[config.mk]
export PLATFORM = sky130hd
export DESIGN_NAME = rx_mbox_fifo
export DESIGN_NICKNAME = d
export VERILOG_FILES = /design/src/rtl/rxf_pkg.sv /design/src/rtl/rxf_ptr_ctrl.sv /design/src/rtl/rxf_store.sv /design/src/rtl/rxf_flags.sv /design/src/rtl/rx_mbox_fifo.sv
export SDC_FILE = /design/constraint.sdc
export NUM_CORES = 1
export LEC_CHECK = 0
export ABC_AREA = 1
export BUFFER_PORTS_ARGS = -buffer_cell sky130_fd_sc_hd__buf_4
export CAP_MARGIN = 15
export CORE_UTILIZATION = 55
export DETAILED_ROUTE_END_ITERATION = 10
export GPL_TIMING_DRIVEN = 0
export PLACE_DENSITY = 0.81
export SETUP_SLACK_MARGIN = 0.5
export SYNTH_ARGS = -nofsm -noshare
export SYNTH_HDL_FRONTEND = slang
export SYNTH_SLANG_ARGS = --single-unit
[constraint.sdc]
create_clock -name clk -period 2.8 [get_ports clk]
set_input_delay 0.14 -clock clk [delete_from_list [all_inputs] [get_ports clk]]
set_output_delay 0.14 -clock clk [all_outputs]
set_load 0.01 [all_outputs]
[src/rtl/rxf_pkg.sv]
package rxf_pkg;
  localparam int STS_FULL_BIT = 3;
  localparam int STS_OVR_BIT  = 4;
  localparam int STS_REL_BIT  = 5;

  function automatic int unsigned wrap_inc(int unsigned p, int unsigned depth);
    return (p + 1 == depth) ? 0 : p + 1;
  endfunction

  function automatic int unsigned wrap_dec(int unsigned p, int unsigned depth);
    return (p == 0) ? depth - 1 : p - 1;
  endfunction

  function automatic int unsigned next_count(int unsigned c, bit push, bit pop);
    return c + 32'(push) - 32'(pop);
  endfunction
endpackage

[src/rtl/rxf_ptr_ctrl.sv]
module rxf_ptr_ctrl #(
  parameter int DEPTH = 3,
  parameter int PW    = 2,
  parameter int CW    = 2
) (
  input  logic          clk,
  input  logic          rst_n,
  input  logic          store_i,
  input  logic          rel_pend_i,
  input  logic          lock_i,
  output logic [CW-1:0] count_o,
  output logic [PW-1:0] rd_ptr_o,
  output logic [PW-1:0] wr_addr_o,
  output logic          wr_en_o,
  output logic          push_o,
  output logic          pop_o,
  output logic          ovr_evt_o,
  output logic          full_evt_o
);
  import rxf_pkg::*;

  logic [CW-1:0] count_q;
  logic [PW-1:0] rd_q, wr_q;
  logic          at_full, empty, overwrite;

  assign at_full   = (count_q == CW'(DEPTH));
  assign empty     = (count_q == '0);
  assign pop_o     = rel_pend_i && !empty;
  assign push_o    = store_i && (!at_full || pop_o);
  assign ovr_evt_o = store_i && at_full && !pop_o;
  assign overwrite = ovr_evt_o && !lock_i;

  assign wr_en_o    = push_o || overwrite;
  assign wr_addr_o  = push_o ? wr_q : PW'(wrap_dec(32'(wr_q), DEPTH));
  assign full_evt_o = push_o && (next_count(32'(count_q), push_o, pop_o) == DEPTH);

  assign count_o  = count_q;
  assign rd_ptr_o = rd_q;

  always_ff @(posedge clk) begin
    if (!rst_n) begin
      count_q <= '0;
      rd_q    <= '0;
      wr_q    <= '0;
    end else begin
      count_q <= CW'(next_count(32'(count_q), push_o, pop_o));
      if (push_o) wr_q <= PW'(wrap_inc(32'(wr_q), DEPTH));
      if (pop_o)  rd_q <= PW'(wrap_inc(32'(rd_q), DEPTH));
    end
  end
endmodule

[src/rtl/rxf_store.sv]
module rxf_store #(
  parameter int DEPTH = 3,
  parameter int PW    = 2,
  parameter int FW    = 48
) (
  input  logic          clk,
  input  logic          rst_n,
  input  logic          wr_en_i,
  input  logic [PW-1:0] wr_addr_i,
  input  logic [FW-1:0] wr_data_i,
  input  logic [PW-1:0] rd_addr_i,
  output logic [FW-1:0] rd_data_o
);
  logic [FW-1:0] slot_q [DEPTH];

  for (genvar i = 0; i < DEPTH; i++) begin : g_slot
    always_ff @(posedge clk) begin
      if (!rst_n)
        slot_q[i] <= '0;
      else if (wr_en_i && (wr_addr_i == PW'(i)))
        slot_q[i] <= wr_data_i;
    end
  end

  always_comb begin
    rd_data_o = '0;
    for (int i = 0; i < DEPTH; i++)
      if (rd_addr_i == PW'(i)) rd_data_o = slot_q[i];
  end
endmodule

[src/rtl/rxf_flags.sv]
module rxf_flags #(
  parameter int CW = 2
) (
  input  logic          clk,
  input  logic          rst_n,
  input  logic          reg_wr_i,
  input  logic [31:0]   reg_wdata_i,
  input  logic          full_evt_i,
  input  logic          ovr_evt_i,
  input  logic [CW-1:0] count_i,
  output logic          rel_o,
  output logic [31:0]   status_o
);
  import rxf_pkg::*;

  logic full_q, ovr_q, rel_q;
  logic clr_full, clr_ovr, set_rel;
  logic unused_wbits;

  assign clr_full = reg_wr_i && reg_wdata_i[STS_FULL_BIT];
  assign clr_ovr  = reg_wr_i && reg_wdata_i[STS_OVR_BIT];
  assign set_rel  = reg_wr_i && reg_wdata_i[STS_REL_BIT];
  assign unused_wbits = ^{reg_wdata_i[31:6], reg_wdata_i[2:0]};

  always_ff @(posedge clk) begin
    if (!rst_n) begin
      full_q <= 1'b0;
      ovr_q  <= 1'b0;
      rel_q  <= 1'b0;
    end else begin
      full_q <= full_evt_i || (full_q && !clr_full);
      ovr_q  <= ovr_evt_i  || (ovr_q  && !clr_ovr);
      rel_q  <= set_rel;
    end
  end

  assign rel_o = rel_q;

  always_comb begin
    status_o               = '0;
    status_o[CW-1:0]       = count_i;
    status_o[STS_FULL_BIT] = full_q;
    status_o[STS_OVR_BIT]  = ovr_q;
    status_o[STS_REL_BIT]  = rel_q;
  end
endmodule

[src/rtl/rx_mbox_fifo.sv]
module rx_mbox_fifo #(
  parameter int FRAME_W = 48,
  parameter int DEPTH   = 3
) (
  input  logic               clk,
  input  logic               rst_n,
  input  logic               store_i,
  input  logic [FRAME_W-1:0] frame_i,
  input  logic               lock_mode_i,
  input  logic               reg_wr_i,
  input  logic [31:0]        reg_wdata_i,
  output logic [31:0]        status_o,
  output logic [FRAME_W-1:0] mbox_o
);
  localparam int PW = $clog2(DEPTH);
  localparam int CW = $clog2(DEPTH + 1);

  logic [CW-1:0]      cnt;
  logic [PW-1:0]      rd_ptr, wr_addr;
  logic               wr_en, push, pop, ovr_evt, full_evt, rel_pend;
  logic [FRAME_W-1:0] head;

  rxf_ptr_ctrl #(.DEPTH(DEPTH), .PW(PW), .CW(CW)) u_ptr (
    .clk(clk), .rst_n(rst_n), .store_i(store_i), .rel_pend_i(rel_pend),
    .lock_i(lock_mode_i), .count_o(cnt), .rd_ptr_o(rd_ptr),
    .wr_addr_o(wr_addr), .wr_en_o(wr_en), .push_o(push), .pop_o(pop),
    .ovr_evt_o(ovr_evt), .full_evt_o(full_evt)
  );

  rxf_store #(.DEPTH(DEPTH), .PW(PW), .FW(FRAME_W)) u_store (
    .clk(clk), .rst_n(rst_n), .wr_en_i(wr_en), .wr_addr_i(wr_addr),
    .wr_data_i(frame_i), .rd_addr_i(rd_ptr), .rd_data_o(head)
  );

  rxf_flags #(.CW(CW)) u_flags (
    .clk(clk), .rst_n(rst_n), .reg_wr_i(reg_wr_i), .reg_wdata_i(reg_wdata_i),
    .full_evt_i(full_evt), .ovr_evt_i(ovr_evt), .count_i(cnt),
    .rel_o(rel_pend), .status_o(status_o)
  );

  assign mbox_o = (cnt != '0) ? head : '0;
endmodule

==> impl_metrics.py <==
metrics = {
    "detailed_routing": {
        "final_antenna_net_count": 0,
        "detail_route.wl_per_cell_um": 14.46,
        "drt-total-wl_um": 16470,
        "post_drt_via_cell_ratio": 4.957,
        "routed-via-count": 5646,
        "detail_route.drc_violations": 0,
        "drt-pass1-iter-count": 5,
        "drtIter0Drc": 345,
    },
    "critical_path": {
        "crit_required_ps": 3160,
        "crit_top_cell": "sky130_fd_sc_hd__inv_1",
        "crit_buf_inv": 4,
        "worstSetupEndpointType": "flop",
        "crit_start_category": "flop",
        "crit_path_top_delay_cell": "sky130_fd_sc_hd__dfxtp_1",
        "cell_breakdown_of_the_critical_path": "inv_1, nand3_4, nand2_4, inv_1, ha_1, inv_1, ha_1, inv_1, nor2_1, ha_1, nor3b_2, nand4_1, a21oi_2",
        "worstSetupPathType": "flop to flop",
        "biggest_fanout_along_the_worst_timing_path": 9,
        "worst-r2r-setup-slack_ps": 590,
        "crit_arrival_ps": 2570,
        "critical_path.max_stage_delay_ps": 330,
        "path_delay_family": "adder cells",
    },
    "power_and_ir_drop": {
        "vdd_drop_max_mv": 0.3909,
        "power_density_mw_per_mm2": 628.0,
        "p_leak_nw": 4.573,
        "total_power_mw": 5.921,
    },
    "clock_tree": {
        "path_clk_slew_ps": 60,
        "post_cts_buffers": 0,
        "tritoncts": "done",
        "clk_root_buffer_cell": "sky130_fd_sc_hd__clkbuf_16",
        "maximum_count_of_clock_buffers_along_a_single_path": 2,
        "clock_network_latency_to_the_later_pin_of_the_worst_skew_pair_ps": 420,
        "cts-htree-levels": 4,
        "cts_inserted_buffers": 17,
        "clock_sink_count": 153,
    },
    "run": {
        "drv_cap": 0,
    },
    "timing": {
        "finClkSkew_ps": 13.29,
        "grt_setup_unrepaired": "no",
        "worst_pin_slew_ps": 656.0,
        "setup_ws_ps": 594.8,
        "timing.final.max_slew_violations": 0,
        "finalSetupTns_ps": 0,
        "setup_viol_count_final": 0,
        "min_period_ps": 2205,
        "final_min_period_over_clock_period_pct": 78.76,
        "timing.fmax_mhz": 453.5,
        "slew-limit-headroom_pct": 56.11,
        "finalHoldViolCount": 0,
    },
    "place": {
        "port_buffers": 107,
        "gpl.final_weighted_congestion": 0.7891,
        "placed_wire_length_estimate_um": 10550,
        "dp_slack_ps": 618.5,
    },
    "finish": {
        "final_net_count": 1045,
        "antenna-diode-count": 0,
        "commonest_non_fill_non_tap_cell_in_the_layout": "sky130_fd_sc_hd__nand2_1",
        "final_cell_mix": "sky130_fd_sc_hd__nand2_1, sky130_fd_sc_hd__edfxtp_1, sky130_fd_sc_hd__buf_4, sky130_fd_sc_hd__inv_1, sky130_fd_sc_hd__nand3_1",
        "final.fill_count": 976,
        "seq_area_mm2": 0.004507,
        "signed_area_change_from_the_synthesized_netlist_to_the_final_layout_pct": 24.11,
        "drive_gt1_share_pct": 28.66,
        "multi_input_comb_area_mm2": 0.002307,
    },
    "synth": {
        "post_synth_top_area_cell": "sky130_fd_sc_hd__edfxtp_1",
        "synthAdderAreaFrac_pct": 1.647,
        "postSynthAreaPerCell_um2": 9.605,
        "synth.ff_latch_count": 153,
        "synthSimpleGateAreaFrac_pct": 26.33,
        "synth.yosys.seq_area_share_pct": 59.29,
        "synth.lib_cells_used.distinct": 26,
        "yosys.area.top_type_share_pct": 56.92,
        "synth.area.mux_share_pct": 0,
        "yosys.area_share.xor_xnor_pct": 0.1153,
        "synth.area.top_cells": "sky130_fd_sc_hd__edfxtp_1, sky130_fd_sc_hd__nand2_1, sky130_fd_sc_hd__nand3_1",
        "syn-cell-area_mm2": 0.007597,
        "yosys_warnings": 0,
        "dominant_combinational_cell_family_by_area_after_synthesis": "simple AND/OR/NAND/NOR gates",
        "gate_count_after_technology_mapping": 791,
        "post_synthesis_compound_gate_area_fraction_pct": 0.6588,
    },
    "floorplan": {
        "design.die.area_mm2": 0.01429,
        "floorplan.core_area_mm2": 0.01335,
        "die_height_um": 119.5,
        "io_pins": 165,
        "std_cell_rows": 42,
        "floorplan.die.width_um": 119.5,
        "initial_utilization_pct": 56.92,
    },
    "global_route": {
        "first_global_vias": 5311,
        "grt_start_max_net_pins": 37,
        "grt_antenna_before_repair": 0,
        "grt_overflow": 0,
        "grt_first_pass_wirelength_um": 25690,
        "grt_util_all_layers_pct": 24.06,
    },
    "outcome": {
        "outcome": "complete, no violations",
    },
    "hold_path": {
        "worst_hold_path_type": "input pin to flop",
    },
}
==> kinds of logic (layout without fill, tap and decap cells) <==
kind of cell / after synthesis / in the layout
compound gates: 10 / 10
xor+xnor: 1 / 1
fa+ha+maj: 10 / 10
buf+inv: 187 / 333
flops: 153 / 153
other cells: 1 / 27
simple gates: 429 / 429
==> layout make-up <==
class | instances | area share (%)
Inverter | 115 | 4.578
Buffer | 72 | 5.122
Timing Repair Buffer | 114 | 9.581
Tap cell | 176 | 2.335
Sequential cell | 153 | 47.80
Multi-Input combinational cell | 477 | 24.47
Clock buffer | 17 | 4.512
Clock inverter | 15 | 1.606
==> power breakdown <==
group	leakage, nW	switching (mW)	internal, mW	total [mW]
logic	2.71	0.591	0.369	0.959
clock network	0.282	0.907	1.31	2.22
registers	1.58	0.0547	2.69	2.74
==> Yosys cell counts <==
| cell | instances |
|---|---|
| sky130_fd_sc_hd__edfxtp_1 | 144 |
| sky130_fd_sc_hd__buf_1 | 3 |
| sky130_fd_sc_hd__inv_2 | 1 |
| sky130_fd_sc_hd__nand3_1 | 103 |
| sky130_fd_sc_hd__nor2_1 | 91 |
| sky130_fd_sc_hd__nor2_2 | 50 |
| sky130_fd_sc_hd__ha_1 | 10 |
| sky130_fd_sc_hd__nand3_4 | 1 |
| sky130_fd_sc_hd__buf_8 | 1 |
| sky130_fd_sc_hd__nand2_4 | 1 |
| sky130_fd_sc_hd__a21oi_1 | 6 |
| sky130_fd_sc_hd__nand2_1 | 165 |
| sky130_fd_sc_hd__xor2_1 | 1 |
| sky130_fd_sc_hd__o21ai_0 | 4 |
| sky130_fd_sc_hd__nor2_4 | 10 |
| sky130_fd_sc_hd__nor3b_1 | 1 |
| sky130_fd_sc_hd__nand2_2 | 3 |
| sky130_fd_sc_hd__dfxtp_1 | 9 |
| sky130_fd_sc_hd__inv_1 | 114 |
| sky130_fd_sc_hd__nand4_2 | 3 |
| sky130_fd_sc_hd__clkbuf_1 | 15 |
| sky130_fd_sc_hd__conb_1 | 1 |
| sky130_fd_sc_hd__buf_2 | 15 |
| sky130_fd_sc_hd__buf_4 | 30 |
| sky130_fd_sc_hd__nand4_1 | 1 |
| sky130_fd_sc_hd__buf_6 | 8 |
==> worst paths after layout <==
path,endpoint,cells after the start,start
worst max-delay path,u_flags.full_q,13,u_flags.rel_o
worst min-delay path,u_flags.ovr_q,4,reg_wr_i
worst max register to register,u_flags.full_q,13,u_flags.rel_o
worst min register to register,u_flags.ovr_q,2,u_flags.ovr_q
==> worst reg2reg max path, stage by stage, from the launching register on <==
cell                      delay (ps)
sky130_fd_sc_hd__dfxtp_1         330
sky130_fd_sc_hd__inv_1           100
sky130_fd_sc_hd__nand3_4         100
sky130_fd_sc_hd__nand2_4         120
sky130_fd_sc_hd__inv_1            70
sky130_fd_sc_hd__ha_1            280
sky130_fd_sc_hd__inv_1            60
sky130_fd_sc_hd__ha_1            180
sky130_fd_sc_hd__inv_1            80
sky130_fd_sc_hd__nor2_1           50
sky130_fd_sc_hd__ha_1            280
sky130_fd_sc_hd__nor3b_2         200
sky130_fd_sc_hd__nand4_1         150
sky130_fd_sc_hd__a21oi_2         140
==> routing by layer <==
layer	GRT usage (%)	vias to the layer above	wire length, um
li1	-	2779	-
met1	29.61	2589	6490
met2	40.03	248	8412
met3	4.515	30	1219
met4	13.44	0	349
met5	0	-	0
==> per-stage QoR <==
stage,utilization (%),hold slack [ps],instance area (um^2),std cells
floorplan,-,253.8,7702,817
global placement,65.37,364.1,8726,1100
detailed placement,65.82,361.5,8786,1103
CTS,70.45,3.594,9404,1139
global route,70.64,29.18,9429,1139
finish,70.64,15.74,9429,1139
==> repair_timing <==
action	CTS	global route
hold buffers	4	0
endpoints found under the setup margin	5	45
gates resized for setup	1	14
hold endpoints to repair	3	0
pin swaps	0	1
==> sequential cells by signal, indices dropped and copies added (netlist names) <==
| register | cells |
|---|---|
| u_flags.ovr_q | 1 |
| u_ptr.rd_ptr_o | 2 |
| u_ptr.wr_q | 2 |
| u_ptr.count_o | 2 |
| u_store.slot_q | 144 |
| u_flags.rel_o | 1 |
| u_flags.full_q | 1 |
No activity file was read; power rests on OpenSTA's default activity.
